**config.mk**
```make
export PLATFORM = sky130hd
export DESIGN_NAME = mdio_ind_master
export DESIGN_NICKNAME = d
export VERILOG_FILES = /design/src/rtl/mdio_ind_pkg.sv /design/src/rtl/mdio_ind_mdc.sv /design/src/rtl/mdio_ind_frame.sv /design/src/rtl/mdio_ind_master.sv
export SDC_FILE = /design/constraint.sdc
export NUM_CORES = 1
export LEC_CHECK = 0
export BUFFER_PORTS_ARGS = -buffer_cell sky130_fd_sc_hd__buf_2
export CORE_MARGIN = 5
export CORE_UTILIZATION = 35
export DETAILED_ROUTE_END_ITERATION = 16
export HOLD_SLACK_MARGIN = 0.06
export SYNTH_ARGS = -nofsm -noshare
export SYNTH_HDL_FRONTEND = slang
export SYNTH_SLANG_ARGS = --single-unit
```
**constraint.sdc**
```tcl
create_clock -name clk -period 4.3 [get_ports clk]
set_input_delay 0.43 -clock clk [delete_from_list [all_inputs] [get_ports clk]]
set_output_delay 0.43 -clock clk [all_outputs]
set_load 0.01 [all_outputs]
```
**src/rtl/mdio_ind_pkg.sv**
```systemverilog
package mdio_ind_pkg;
   typedef enum logic [1:0] {
      OP_ADDR  = 2'b00,
      OP_WRITE = 2'b01,
      OP_RSVD  = 2'b10,
      OP_READ  = 2'b11
   } mdio_op_e;

   localparam int ADR_W    = 16;
   localparam int FLD_W    = 5;
   localparam int REG_LSB  = 0;
   localparam int DEV_LSB  = 16;
   localparam int PORT_LSB = 21;
   localparam int OP_LSB   = 26;
   localparam int GO_BIT   = 30;
endpackage

```
**src/rtl/mdio_ind_mdc.sv**
```systemverilog
module mdio_ind_mdc #(
   parameter int HALF_DIV = 4
) (
   input  logic clk,
   input  logic rst_n,
   input  logic run,
   output logic mdc,
   output logic rise_evt,
   output logic fall_evt
);
   localparam int CW = (HALF_DIV > 1) ? $clog2(HALF_DIV) : 1;
   localparam logic [CW-1:0] WRAP = CW'(HALF_DIV - 1);

   if (HALF_DIV < 2) begin : g_bad_div
      $error("HALF_DIV must be at least 2");
   end

   logic [CW-1:0] cnt;
   logic          mdc_q;
   logic          at_wrap;

   assign at_wrap  = (cnt == WRAP);
   assign rise_evt = run & at_wrap & ~mdc_q;
   assign fall_evt = run & at_wrap & mdc_q;
   assign mdc      = mdc_q;

   always_ff @(posedge clk) begin
      if (!rst_n) begin
         cnt   <= '0;
         mdc_q <= 1'b0;
      end else if (run) begin
         cnt <= at_wrap ? '0 : cnt + 1'b1;
         if (at_wrap) mdc_q <= ~mdc_q;
      end
   end

   // between frames the divider rests low with a cleared counter
   p_idle_low_r6: assert property (@(posedge clk) disable iff (!rst_n)
      !run |-> (!mdc_q && cnt == '0));
endmodule

```
**src/rtl/mdio_ind_frame.sv**
```systemverilog
module mdio_ind_frame #(
   parameter int PRE_LEN = 32,
   parameter bit IN_SYNC = 1'b1,
   localparam int FL     = PRE_LEN + 32
) (
   input  logic          clk,
   input  logic          rst_n,
   input  logic          load,
   input  logic [FL-1:0] load_frame,
   input  logic          load_rd,
   input  logic          rise_evt,
   input  logic          fall_evt,
   input  logic          mdio_i,
   output logic          busy,
   output logic          mdio_o,
   output logic          mdio_oe,
   output logic [15:0]   rd_data,
   output logic          rd_done
);
   localparam int IW = $clog2(FL);
   localparam logic [IW-1:0] LAST    = IW'(FL - 1);
   localparam logic [IW-1:0] TA_POS  = IW'(PRE_LEN + 14);
   localparam logic [IW-1:0] DAT_POS = IW'(PRE_LEN + 16);

   if (PRE_LEN < 1) begin : g_bad_pre
      $error("PRE_LEN must be at least 1");
   end

   logic          mdio_s;
   logic [FL-1:0] sh;
   logic [IW-1:0] idx;
   logic          is_rd;
   logic [15:0]   rd_sh;

   if (IN_SYNC) begin : g_sync
      logic sync_q;
      always_ff @(posedge clk) begin
         if (!rst_n) sync_q <= 1'b1;
         else        sync_q <= mdio_i;
      end
      assign mdio_s = sync_q;
   end else begin : g_direct
      assign mdio_s = mdio_i;
   end

   always_ff @(posedge clk) begin
      if (!rst_n) begin
         sh    <= '0;
         idx   <= '0;
         busy  <= 1'b0;
         is_rd <= 1'b0;
         rd_sh <= '0;
      end else if (load) begin
         sh    <= load_frame;
         idx   <= '0;
         busy  <= 1'b1;
         is_rd <= load_rd;
      end else if (busy) begin
         if (rise_evt && is_rd && idx >= DAT_POS) rd_sh <= {rd_sh[14:0], mdio_s};
         if (fall_evt) begin
            sh  <= {sh[FL-2:0], 1'b1};
            idx <= idx + 1'b1;
            if (idx == LAST) busy <= 1'b0;
         end
      end
   end

   assign mdio_oe = busy & ~(is_rd & (idx >= TA_POS));
   assign mdio_o  = mdio_oe ? sh[FL-1] : 1'b1;
   assign rd_data = rd_sh;
   assign rd_done = busy & fall_evt & is_rd & (idx == LAST);

   // the pad is released and pulled high whenever no frame runs
   p_idle_release_r1: assert property (@(posedge clk) disable iff (!rst_n)
      !busy |-> (!mdio_oe && mdio_o));
   // once released inside a frame, MDIO is not driven again before the frame ends
   p_no_redrive_r5: assert property (@(posedge clk) disable iff (!rst_n)
      (busy && $past(busy) && !$past(mdio_oe)) |-> !mdio_oe);
endmodule

```
**src/rtl/mdio_ind_master.sv**
```systemverilog
module mdio_ind_master
   import mdio_ind_pkg::*;
#(
   parameter int          HALF_DIV = 4,
   parameter int          PRE_LEN  = 32,
   parameter bit          IN_SYNC  = 1'b1,
   parameter int unsigned MAX_REG  = 65535,
   parameter int unsigned MAX_PORT = 31,
   parameter int unsigned MAX_DEV  = 31
) (
   input  logic        clk,
   input  logic        rst_n,
   input  logic        reg_wr,
   input  logic        reg_sel,
   input  logic [31:0] reg_wdata,
   output logic [31:0] cmd_q,
   output logic [31:0] data_q,
   output logic        mdc,
   output logic        mdio_o,
   output logic        mdio_oe,
   input  logic        mdio_i
);
   localparam int FL = PRE_LEN + 32;

   if (MAX_PORT > 31 || MAX_DEV > 31 || MAX_REG > 65535) begin : g_bad_max
      $error("field limits exceed field widths");
   end

   logic [ADR_W-1:0] w_reg;
   logic [FLD_W-1:0] w_dev, w_port;
   mdio_op_e         w_op;
   logic             fields_ok, cmd_ok;

   logic [ADR_W-1:0] reg_q;
   logic [FLD_W-1:0] dev_q, port_q;
   mdio_op_e         op_q;
   logic [31:0]      data_r;
   logic [FL-1:0]    frame;
   logic [15:0]      payload;
   logic             busy, rise_evt, fall_evt, rd_done;
   logic [15:0]      rd_data;

   assign w_reg  = reg_wdata[REG_LSB +: ADR_W];
   assign w_dev  = reg_wdata[DEV_LSB +: FLD_W];
   assign w_port = reg_wdata[PORT_LSB +: FLD_W];
   assign w_op   = mdio_op_e'(reg_wdata[OP_LSB +: 2]);

   assign fields_ok = reg_wdata[GO_BIT] & ~reg_wdata[31] & ~|reg_wdata[29:28]
                    & (w_op != OP_RSVD)
                    & (32'(w_port) <= MAX_PORT) & (32'(w_dev) <= MAX_DEV)
                    & (32'(w_reg) <= MAX_REG);
   assign cmd_ok = reg_wr & ~reg_sel & ~busy & fields_ok;

   always_comb begin
      case (w_op)
         OP_ADDR:  payload = w_reg;
         OP_WRITE: payload = data_r[15:0];
         default:  payload = 16'hFFFF;
      endcase
      frame = {{PRE_LEN{1'b1}}, 2'b00, w_op, w_port, w_dev, 2'b10, payload};
   end

   always_ff @(posedge clk) begin
      if (!rst_n) begin
         reg_q  <= '0;
         dev_q  <= '0;
         port_q <= '0;
         op_q   <= OP_ADDR;
      end else if (cmd_ok) begin
         reg_q  <= w_reg;
         dev_q  <= w_dev;
         port_q <= w_port;
         op_q   <= w_op;
      end
   end

   always_ff @(posedge clk) begin
      if (!rst_n) begin
         data_r <= '0;
      end else begin
         if (reg_wr && reg_sel) data_r <= reg_wdata;
         if (rd_done)           data_r[31:16] <= rd_data;
      end
   end

   mdio_ind_mdc #(.HALF_DIV(HALF_DIV)) u_mdc (
      .clk      (clk),
      .rst_n    (rst_n),
      .run      (busy),
      .mdc      (mdc),
      .rise_evt (rise_evt),
      .fall_evt (fall_evt)
   );

   mdio_ind_frame #(.PRE_LEN(PRE_LEN), .IN_SYNC(IN_SYNC)) u_frame (
      .clk        (clk),
      .rst_n      (rst_n),
      .load       (cmd_ok),
      .load_frame (frame),
      .load_rd    (w_op == OP_READ),
      .rise_evt   (rise_evt),
      .fall_evt   (fall_evt),
      .mdio_i     (mdio_i),
      .busy       (busy),
      .mdio_o     (mdio_o),
      .mdio_oe    (mdio_oe),
      .rd_data    (rd_data),
      .rd_done    (rd_done)
   );

   assign cmd_q  = {1'b0, busy, 2'b00, op_q, port_q, dev_q, reg_q};
   assign data_q = data_r;

   // a frame only starts from a command-register write
   p_start_on_cmd_r2: assert property (@(posedge clk) disable iff (!rst_n)
      $rose(busy) |-> $past(reg_wr && !reg_sel));
   // stored fields hold while a frame runs
   p_hold_busy_r7: assert property (@(posedge clk) disable iff (!rst_n)
      (busy && $past(busy)) |-> $stable(cmd_q[27:0]));
   // an out-of-range port never starts a frame
   p_reject_port_r8: assert property (@(posedge clk) disable iff (!rst_n)
      (reg_wr && !reg_sel && !busy && 32'(w_port) > MAX_PORT) |=> !busy);
   // the go bit clears with MDC low
   p_end_low_r6: assert property (@(posedge clk) disable iff (!rst_n)
      $fell(busy) |-> !mdc);
   // the read half changes only at frame end or by a data write
   p_rdhalf_src_r5: assert property (@(posedge clk) disable iff (!rst_n)
      !$stable(data_q[31:16]) |-> ($fell(busy) || $past(reg_wr && reg_sel)));
endmodule

```
Word-level counts from Yosys, hierarchy flattened

Index checks and enable logic that the tools add are counted.

Bits in writable memories: 0
Register bits: 152
Memories: 0
Logic and storage cells: 71
Bits of input ports: 37
Bits in latches: 0
Output and inout port bits: 67
Memory bits (read-only): 0

Order comparisons: 2
Equality and inequality tests: 5
Divide/modulo/power cells: 0
$mul: 0
Mux-type cells: 12
Bitwise gates (word level): 21
Shifts and indexed selects: 0
$add $sub $neg: 2
Reductions and logical operators: 14

Operators by type and width:

| kind                                           | count |
|---|---|
| 2-to-1 mux 64 bit                              | 3 |
| 2-to-1 mux 32 bit                              | 1 |
| one-hot mux 16 bit (2 select lines)            | 1 |
| 2-to-1 mux 16 bit                              | 1 |
| bitwise AND 1 bit                              | 14 |
| >= comparator 6 bit (second input constant)    | 2 |
| NOT 1 bit                                      | 7 |
| adder 6 x 1 -> 6 bit (second input constant)   | 1 |
| == test 6 bit (second input constant)          | 1 |
| AND reduction 2 bit                            | 3 |
| nonzero test 2 bit                             | 3 |
| 2-to-1 mux 1 bit                               | 5 |
| == test 2 bit (second input constant)          | 2 |
| OR reduction 2 bit                             | 2 |
| logical AND 1 bit                              | 3 |
| AND reduction 3 bit                            | 1 |
| adder 2 x 1 -> 2 bit (second input constant)   | 1 |
| == test 2 x 1 -> 1 bit (second input constant) | 1 |
| logical NOT 2 bit                              | 1 |
| 2-to-1 mux 2 bit                               | 1 |
| inequality test 2 bit (second input constant)  | 1 |
| logical NOT 1 bit                              | 1 |

Longest topological paths before layout

Gate-level depths: netlist of run 1.

Depth after elaboration: 7
Gate-level depth with buffers: 6
Mapped depth without buffers: 4

By module

Synthesis of run 1 repeated with hierarchy kept, for this count alone.

Cells, all modules: 712
Area, all modules: 6767.7 µm²

By module, submodules not included:

| module          | instances | seq. area each (µm²) | cells each | area each (µm²) |
|---|---|---|---|---|
| mdio_ind_frame  | 1         | 1781.7               | 384        | 3776.1 |
| mdio_ind_master | 1         | 1201.2               | 312        | 2847.7 |
| mdio_ind_mdc    | 1         | 60.1                 | 16         | 143.9 |

Worst setup path before layout of run 1

Ideal clock, no wire load.

Kind: input-to-reg
Start point: input reg_wdata[31]
End point: register u_frame.sh[62]
Library setup time: 0.059 ns
Cell stages on the path: 5
Path buffers: 2
Data required time: 4.241 ns
Setup slack: 2.419 ns
Arrival time: 1.823 ns
Path through: or4b_4 > buf_6 > o31ai_4 > buf_6 > o221a_2

Cells in the longest elaborated chain, start to end: 7
Elaborated cells on any way between the ends: 9
Those cells by class: mux (1); bitwise (5); reduce/logical (3)

RTL lines:

| item                                | RTL line              | text |
|---|---|---|
| start, declared                     | mdio_ind_master.sv:15 | `input logic [31:0] reg_wdata,` |
| NOT 1 bit (*)                       | mdio_ind_master.sv:48 | `assign fields_ok = reg_wdata[GO_BIT] & ~reg_wdata[31] & ~\|reg_wdata[29:28]` |
| bitwise AND 1 bit (*) (2 in series) | mdio_ind_master.sv:48 |  |
| bitwise AND 1 bit (*)               | mdio_ind_master.sv:49 | `& (w_op != OP_RSVD)` |
| bitwise AND 1 bit (*)               | mdio_ind_master.sv:52 | `assign cmd_ok = reg_wr & ~reg_sel & ~busy & fields_ok;` |
| nonzero test 2 bit (no line)        | --                    |  |
| AND reduction 2 bit (no line)       | --                    |  |
| end signal, assigned                | mdio_ind_frame.sv:54  | `sh <= load_frame;` |
| end signal, assigned                | mdio_ind_frame.sv:61  | `sh <= {sh[FL-2:0], 1'b1};` |
| end, declared                       | mdio_ind_frame.sv:30  | `logic [FL-1:0] sh;` |

Every way passes the cells marked *; elsewhere a longest branch is shown, timed or not.
A chain may end at the register's enable or synchronous reset.

Worst setup path in the final report of run 1

Start point: register u_frame.busy
End point: register u_frame.sh[41]

Cells in the longest elaborated chain, start to end: 5
Elaborated cells on any way between the ends: 9
Those cells by class: mux (1); bitwise (5); reduce/logical (3)

RTL lines:

| item                            | RTL line              | text |
|---|---|---|
| start, declared                 | mdio_ind_frame.sv:14  | `output logic busy,` |
| start signal, assigned          | mdio_ind_frame.sv:50  | `busy <= 1'b0;` |
| start signal, assigned          | mdio_ind_frame.sv:56  | `busy <= 1'b1;` |
| start signal, assigned          | mdio_ind_frame.sv:63  | `if (idx == LAST) busy <= 1'b0;` |
| NOT 1 bit                       | mdio_ind_master.sv:52 |  |
| bitwise AND 1 bit (2 in series) | mdio_ind_master.sv:52 |  |
| nonzero test 2 bit (no line)    | --                    |  |
| AND reduction 2 bit (no line)   | --                    |  |

Several ways; a longest one is shown, not always the timed one.

==> results of run 1 <==
cell families (layout without fill, tap and decap cells):
family / after synthesis / count (layout) / synth area share [%]
xor gates and xnor gates: 2 / 2 / 0.271
and+or+nand+nor: 179 / 179 / 14.8
adders and majority gates: 2 / 2 / 0.387
muxes: 18 / 18 / 2.81
AOI/OAI and AO/OA: 257 / 257 / 28.5
buffers and inverters: 92 / 146 / 6.08
DFF: 152 / 152 / 47.1
other: 1 / 3 / 0.0581
report_power, final:
group          leakage [nW]  internal [mW]  switching, mW
logic                  1.14         0.0608          0.131
clock network         0.300          0.935          0.595
registers              1.23           1.43         0.0138
sequential cells by signal, indices dropped and copies added (netlist names):
register               count
port_q                     5
op_q                       2
u_mdc.mdc                  1
u_frame.sh                64
u_frame.g_sync.sync_q      1
reg_q                     16
u_mdc.cnt                  2
u_frame.busy               1
u_frame.idx                6
dev_q                      5
u_frame.is_rd              1
data_q                    32
u_frame.rd_data           16
placed cells by master, fill, tap and decap left out, types with 2 or more instances in the layout:
master / instances
a211o_1: 15
a211oi_1: 16
a21oi_1: 69
a31oi_1: 28
and3_1: 2
buf_2: 100
buf_4: 12
bufinv_16: 2
clkbuf_16: 17
clkbuf_8: 5
clkinv_2: 2
clkinv_4: 3
conb_1: 3
dfxtp_1: 152
ha_1: 2
mux2i_1: 17
nand2_1: 73
nand2b_1: 3
nand3_1: 19
nand4_1: 29
nor2_1: 4
nor3_1: 3
nor4_1: 16
o21ai_0: 33
o221a_1: 5
o221a_2: 28
o311ai_0: 26
o31ai_1: 29
or3_1: 3
or3b_2: 16
or4_1: 2
layout make-up:
cell class              instances  area, sq um
clock buffers                  23          498
well taps                     229          287
fillers                      1743        10500
flip-flops and latches        152         3040
inverters                       2         7.51
repair buffers                112          591
clock inverters                 9          113
multi-input cells             461         3050
routing by layer:
layer | track usage (%) | routed length [microns] | vias up | part of all wire [%]
li1 | - | - | 2780 | -
met1 | 24.1 | 8930 | 2836 | 48
met2 | 25.2 | 8490 | 151 | 46
met3 | 4.02 | 821 | 18 | 4.4
met4 | 5.60 | 214 | 0 | 1.2
met5 | 0 | 0 | - | 0
critical path, stage by stage, from the launching register on:
cell     delay [ns]
dfxtp_1        0.44
or3b_2         0.51
buf_4          0.33
o31ai_4        0.48
buf_4          0.35
o221a_2        0.24
worst max-delay path by stage:
| stage | from | cells past startpoint | to | slack [ns] |
|---|---|---|---|---|
| after CTS | u_frame.busy$_SDFF_PN0_ | 5 | u_frame.sh[41]$_SDFFE_PN0P_ | 1.84 |
| after global placement | reg_wdata[31] | 5 | u_frame.sh[44]$_SDFFE_PN0P_ | 1.70 |
| final | u_frame.busy$_SDFF_PN0_ | 5 | u_frame.sh[41]$_SDFFE_PN0P_ | 1.85 |
| after global routing | u_frame.busy$_SDFF_PN0_ | 5 | u_frame.sh[49]$_SDFFE_PN0P_ | 1.72 |
| after floorplan | reg_wdata[31] | 5 | u_frame.sh[62]$_SDFFE_PN0P_ | 2.42 |
| after detailed placement | reg_wdata[31] | 5 | u_frame.sh[41]$_SDFFE_PN0P_ | 1.68 |
per-stage QoR:
step | power (mW) | instances
after floorplan | 1.59 | 705
after global placement | 1.67 | 956
after detailed placement | 1.66 | 956
after CTS | 3.19 | 988
after global routing | 3.27 | 988
final | 3.17 | 988
==> impl_metrics.tcl, run 1 <==
set metrics [dict create \
    root_buffer "clkbuf_16" \
    drtIter0Drc 561 \
    ios 104 \
    synthFlopType "dfxtp_1" \
    outcome "completed" \
    vias 5785 \
    slew_violations 0 \
    cts_resized 0 \
    fin_ws_ns 1.85 \
    cts_buffer_depth 2 \
    finalHoldViolCount 0 \
    worst_pin_slew_ns 1.02 \
    drc 0 \
    row_count 49 \
    area_delta_synth_final_pct 17.6 \
    crit_path_end_kind "flip-flop" \
    postCtsSetupBuffers 0 \
    yosysWarnings 0 \
    synth-seq-cells 152 \
    synthDistinctLibCells 50 \
    path_class "flip-flop to flip-flop" \
    yosysTopAreaCellShare_pct 47.1 \
    final_antenna_net_count 0 \
    worstPathMaxFanout 74 \
    htree_num_levels 4 \
    whs_ns 0.198 \
    rr_worst_depth 5 \
    postCtsHoldBufs 0 \
    max_freq_mhz 407 \
    synth-edff-count 0 \
    post_drt_via_cell_ratio 5.86 \
    synthCells 703 \
    reg2reg_to "u_frame.sh[41]$_SDFFE_PN0P_" \
    synth_common_cells "152 x dfxtp_1, 77 x clkbuf_1, 73 x nand2_1, 69 x a21oi_1, 33 x o21ai_0" \
    rsz0062_at_grt "false" \
    io_buffers 100 \
    period_share_pct 57.1 \
    synthTopCellsByArea "dfxtp_1 47%, a21oi_1 5.3%, o221a_2 4.9%" \
    grt_pass1_wl_mm 29.7 \
    dpl.hpwl_mm 11.1 \
    dp_slack_ns 1.68 \
    r2r_start "u_frame.busy$_SDFF_PN0_" \
    synth_most_common_cell "dfxtp_1" \
    antenna_found_initial 0 \
    die_h_microns 146 \
    grt_usage_pct 16.9 \
    start_kind "flip-flop" \
    maxSlewHeadroom_pct 32.0 \
    maxCapViolCount 0 \
    gr-total-overflow 0 \
    synth_area_leader_cell "dfxtp_1" \
    min_from "mdio_i" \
    synth_area_sq_um 6460 \
    holdPathEnd "u_frame.g_sync.sync_q$_SDFF_PN1_" \
    clk_pin_slew_ns 0.06 \
    dpl_cell_area_sq_um 6980 \
    gp_congestion 0.748 \
    finalSetupViolCount 0 \
    post-route-util_pct 42.0 \
    fin_area_sq_um 7590 \
    power_density_nw_per_um2 417 \
    finClkSkew_ns 0.0151 \
    finalNetCount 785 \
    drive_gt1_share_pct 26.0 \
    vdd_drop_max_v 0.000275 \
    start_util_pct 35.7 \
    clk_latency_ns 0.42 \
    die_w_microns 146 \
    yosysSeqAreaShare_pct 47.1 \
    synthArstFlopShare_pct 0 \
    min-delay-path-class "input pin to flip-flop" \
    worstHoldPathCells 2 \
    wl_per_cell_microns 18.7 \
    drt_pre_antenna_iters 6 \
    syn_avg_cell_area_sq_um 9.19 \
    cp.required_ns 4.66 \
    clock-sinks 152 \
    first_global_vias 5421 \
    core_region_area_sq_um 18100 \
    grt_max_degree 75 \
    setup_tns_ns 0 \
    cts_tree "built" \
    fp.dieArea_sq_um 21300 \
    drt_wl_total_mm 18.5 \
    crit_arrival_ns 2.82 \
    reg2reg_slack_ns 1.85 \
    cts_buffers 17 \
    num_antenna_cells 0 \
    leakage_nw 2.67 \
    period_needed_ns 2.45 \
]
No activity file was read; power rests on OpenSTA's default activity.
==> inputs of run 2 (changes only) <==
Settings changed: ABC_AREA set to 1.
Clock period 4.3 ns to 2.3 ns, I/O delays scaled along.
==> impl_metrics.tcl, run 2 <==
set metrics [dict create \
    outcome "completed" \
    maxSlewHeadroom_pct 53.1 \
    grt_usage_pct 15.3 \
    drc 0 \
    final_antenna_net_count 0 \
    max_freq_mhz 553 \
    vdd_drop_max_v 0.000521 \
    fp.dieArea_sq_um 21000 \
    drtIter0Drc 344 \
    yosysWarnings 0 \
    start_kind "flip-flop" \
    multi_input_area_sq_um 2720 \
    crit_path_end_kind "flip-flop" \
    finalHoldViolCount 0 \
    num_antenna_cells 0 \
    min-delay-path-class "input pin to flip-flop" \
    clk_pin_slew_ns 0.06 \
    clk_latency_ns 0.43 \
    post_drt_via_cell_ratio 4.55 \
    maxCapViolCount 0 \
    cts_buffer_depth 2 \
    setup_tns_ns 0 \
    power_mw 5.79 \
    drt_wl_total_mm 15.8 \
    ios 104 \
    root_buffer "clkbuf_16" \
    synth_common_cells "257 x nor2_1, 182 x nand2_1, 152 x dfxtp_1, 86 x inv_1, 73 x o21ai_0" \
    layout.cells.most_common "nor2_1" \
    regArea_sq_um 3040 \
    fillers 1887 \
    yosysSeqAreaShare_pct 47.9 \
    worst_pin_slew_ns 0.703 \
    top_register "u_frame.sh" \
    stdcell_count 1258 \
    slew_violations 0 \
    synth_area_leader_cell "dfxtp_1" \
    synthFlopType "dfxtp_1" \
    finalSetupViolCount 0 \
    post-place-cells 1226 \
    synthTopCellsByArea "dfxtp_1 48%, nor2_1 15%, nand2_1 11%" \
    cp.required_ns 2.66 \
    grt_max_degree 59 \
    die_h_microns 145 \
    reg2reg_slack_ns 0.49 \
    synth_most_common_cell "nor2_1" \
    synthDistinctLibCells 28 \
    first_global_vias 5087 \
    cts_tree "built" \
    row_count 49 \
    cts_resized 0 \
    period_share_pct 78.6 \
    layout_common_cells "257 x nor2_1, 182 x nand2_1, 152 x dfxtp_1" \
    vias 5728 \
    crit_arrival_ns 2.17 \
    synthCells 933 \
    drive_gt1_share_pct 15.6 \
    antenna_found_initial 0 \
    htree_num_levels 4 \
    clock-sinks 152 \
    drt_pre_antenna_iters 5 \
    wl_per_cell_microns 12.6 \
    cts_buffers 17 \
    synth_area_sq_um 6360 \
    leakage_nw 3.82 \
    start_util_pct 35.5 \
    synth-edff-count 0 \
    grt_pass1_wl_mm 25.7 \
    core_region_area_sq_um 17900 \
    rsz0062_at_grt "false" \
    dpl.hpwl_mm 10.8 \
    finalNetCount 1056 \
    period_needed_ns 1.81 \
    io_buffers 100 \
    synthArstFlopShare_pct 0 \
    finClkSkew_ns 0.00962 \
    area_delta_synth_final_pct 19.7 \
    die_w_microns 145 \
    syn_avg_cell_area_sq_um 6.81 \
    gr-total-overflow 0 \
    largest_register_ffs 64 \
    path_class "flip-flop to flip-flop" \
    yosysTopAreaCellShare_pct 47.9 \
    gp_congestion 0.761 \
    postCtsSetupBuffers 0 \
    postCtsHoldBufs 1 \
    worstPathMaxFanout 32 \
    synth-seq-cells 152 \
    power_density_nw_per_um2 761 \
]
## run 2: path summary, 6_finish.rpt
kind,startpoint,to,cells past startpoint
setup / recovery,u_mdc.cnt[0]$_SDFFE_PN0P_,data_q[19]$_SDFFE_PN0P_,9
hold / removal,reg_wdata[8],data_q[8]$_SDFFE_PN0P_,3
setup reg to reg,u_mdc.cnt[0]$_SDFFE_PN0P_,data_q[19]$_SDFFE_PN0P_,9
hold reg to reg,port_q[0]$_SDFFE_PN0P_,port_q[0]$_SDFFE_PN0P_,2
## run 2: cell families after synthesis
logic type / after synthesis / synth area share, %
xor gates and xnor gates: 3 / 0.413
buffers and inverters: 145 / 9.47
and+or+nand+nor: 499 / 31.5
adders and majority gates: 2 / 0.394
other: 1 / 0.0590
DFF: 152 / 47.9
AOI/OAI and AO/OA: 131 / 10.3
## run 2: metal layers
| layer | share of wire, % | GRT usage, % | vias up |
|---|---|---|---|
| met5 | 0 | 0 | - |
| met4 | 1.3 | 4.96 | 0 |
| met3 | 5.9 | 4.04 | 17 |
| met2 | 44 | 23.6 | 122 |
| met1 | 49 | 20.9 | 2551 |
| li1 | - | - | 3038 |
## run 2: final cells by class
type                    instances  share of cell area [%]
multi-input cells             638                    35.7
repair buffers                118                    8.55
clock buffers                  18                    5.64
clock inverters                13                    1.87
well taps                     229                    3.77
flip-flops and latches        152                    40.0
inverters                      90                    4.44
## run 2: stage by stage
step	area (sq um)	hold slack [ns]	utilization (%)	setup WS, ns
floorplan	6360	0.337	-	0.825
global placement	7030	0.434	39.3	0.508
detailed placement	7030	0.427	39.3	0.499
CTS	7610	0.0717	42.5	0.480
global route	7610	0.0908	42.5	0.290
finish	7610	0.0851	42.5	0.493
## run 2: critical path, cell delays in order, from the launching register on
cell     delay [ns]
dfxtp_1        0.35
ha_1           0.19
nand2_2        0.09
inv_2          0.11
nand2_4        0.15
nor2_8         0.26
nand2_4        0.26
nand2_1        0.14
nand2_1        0.05
a21oi_1        0.12
## run 2: power by group
group          internal, mW  switching (mW)
sequential             2.68          0.0281
combinational         0.120           0.209
clock                  1.60            1.15
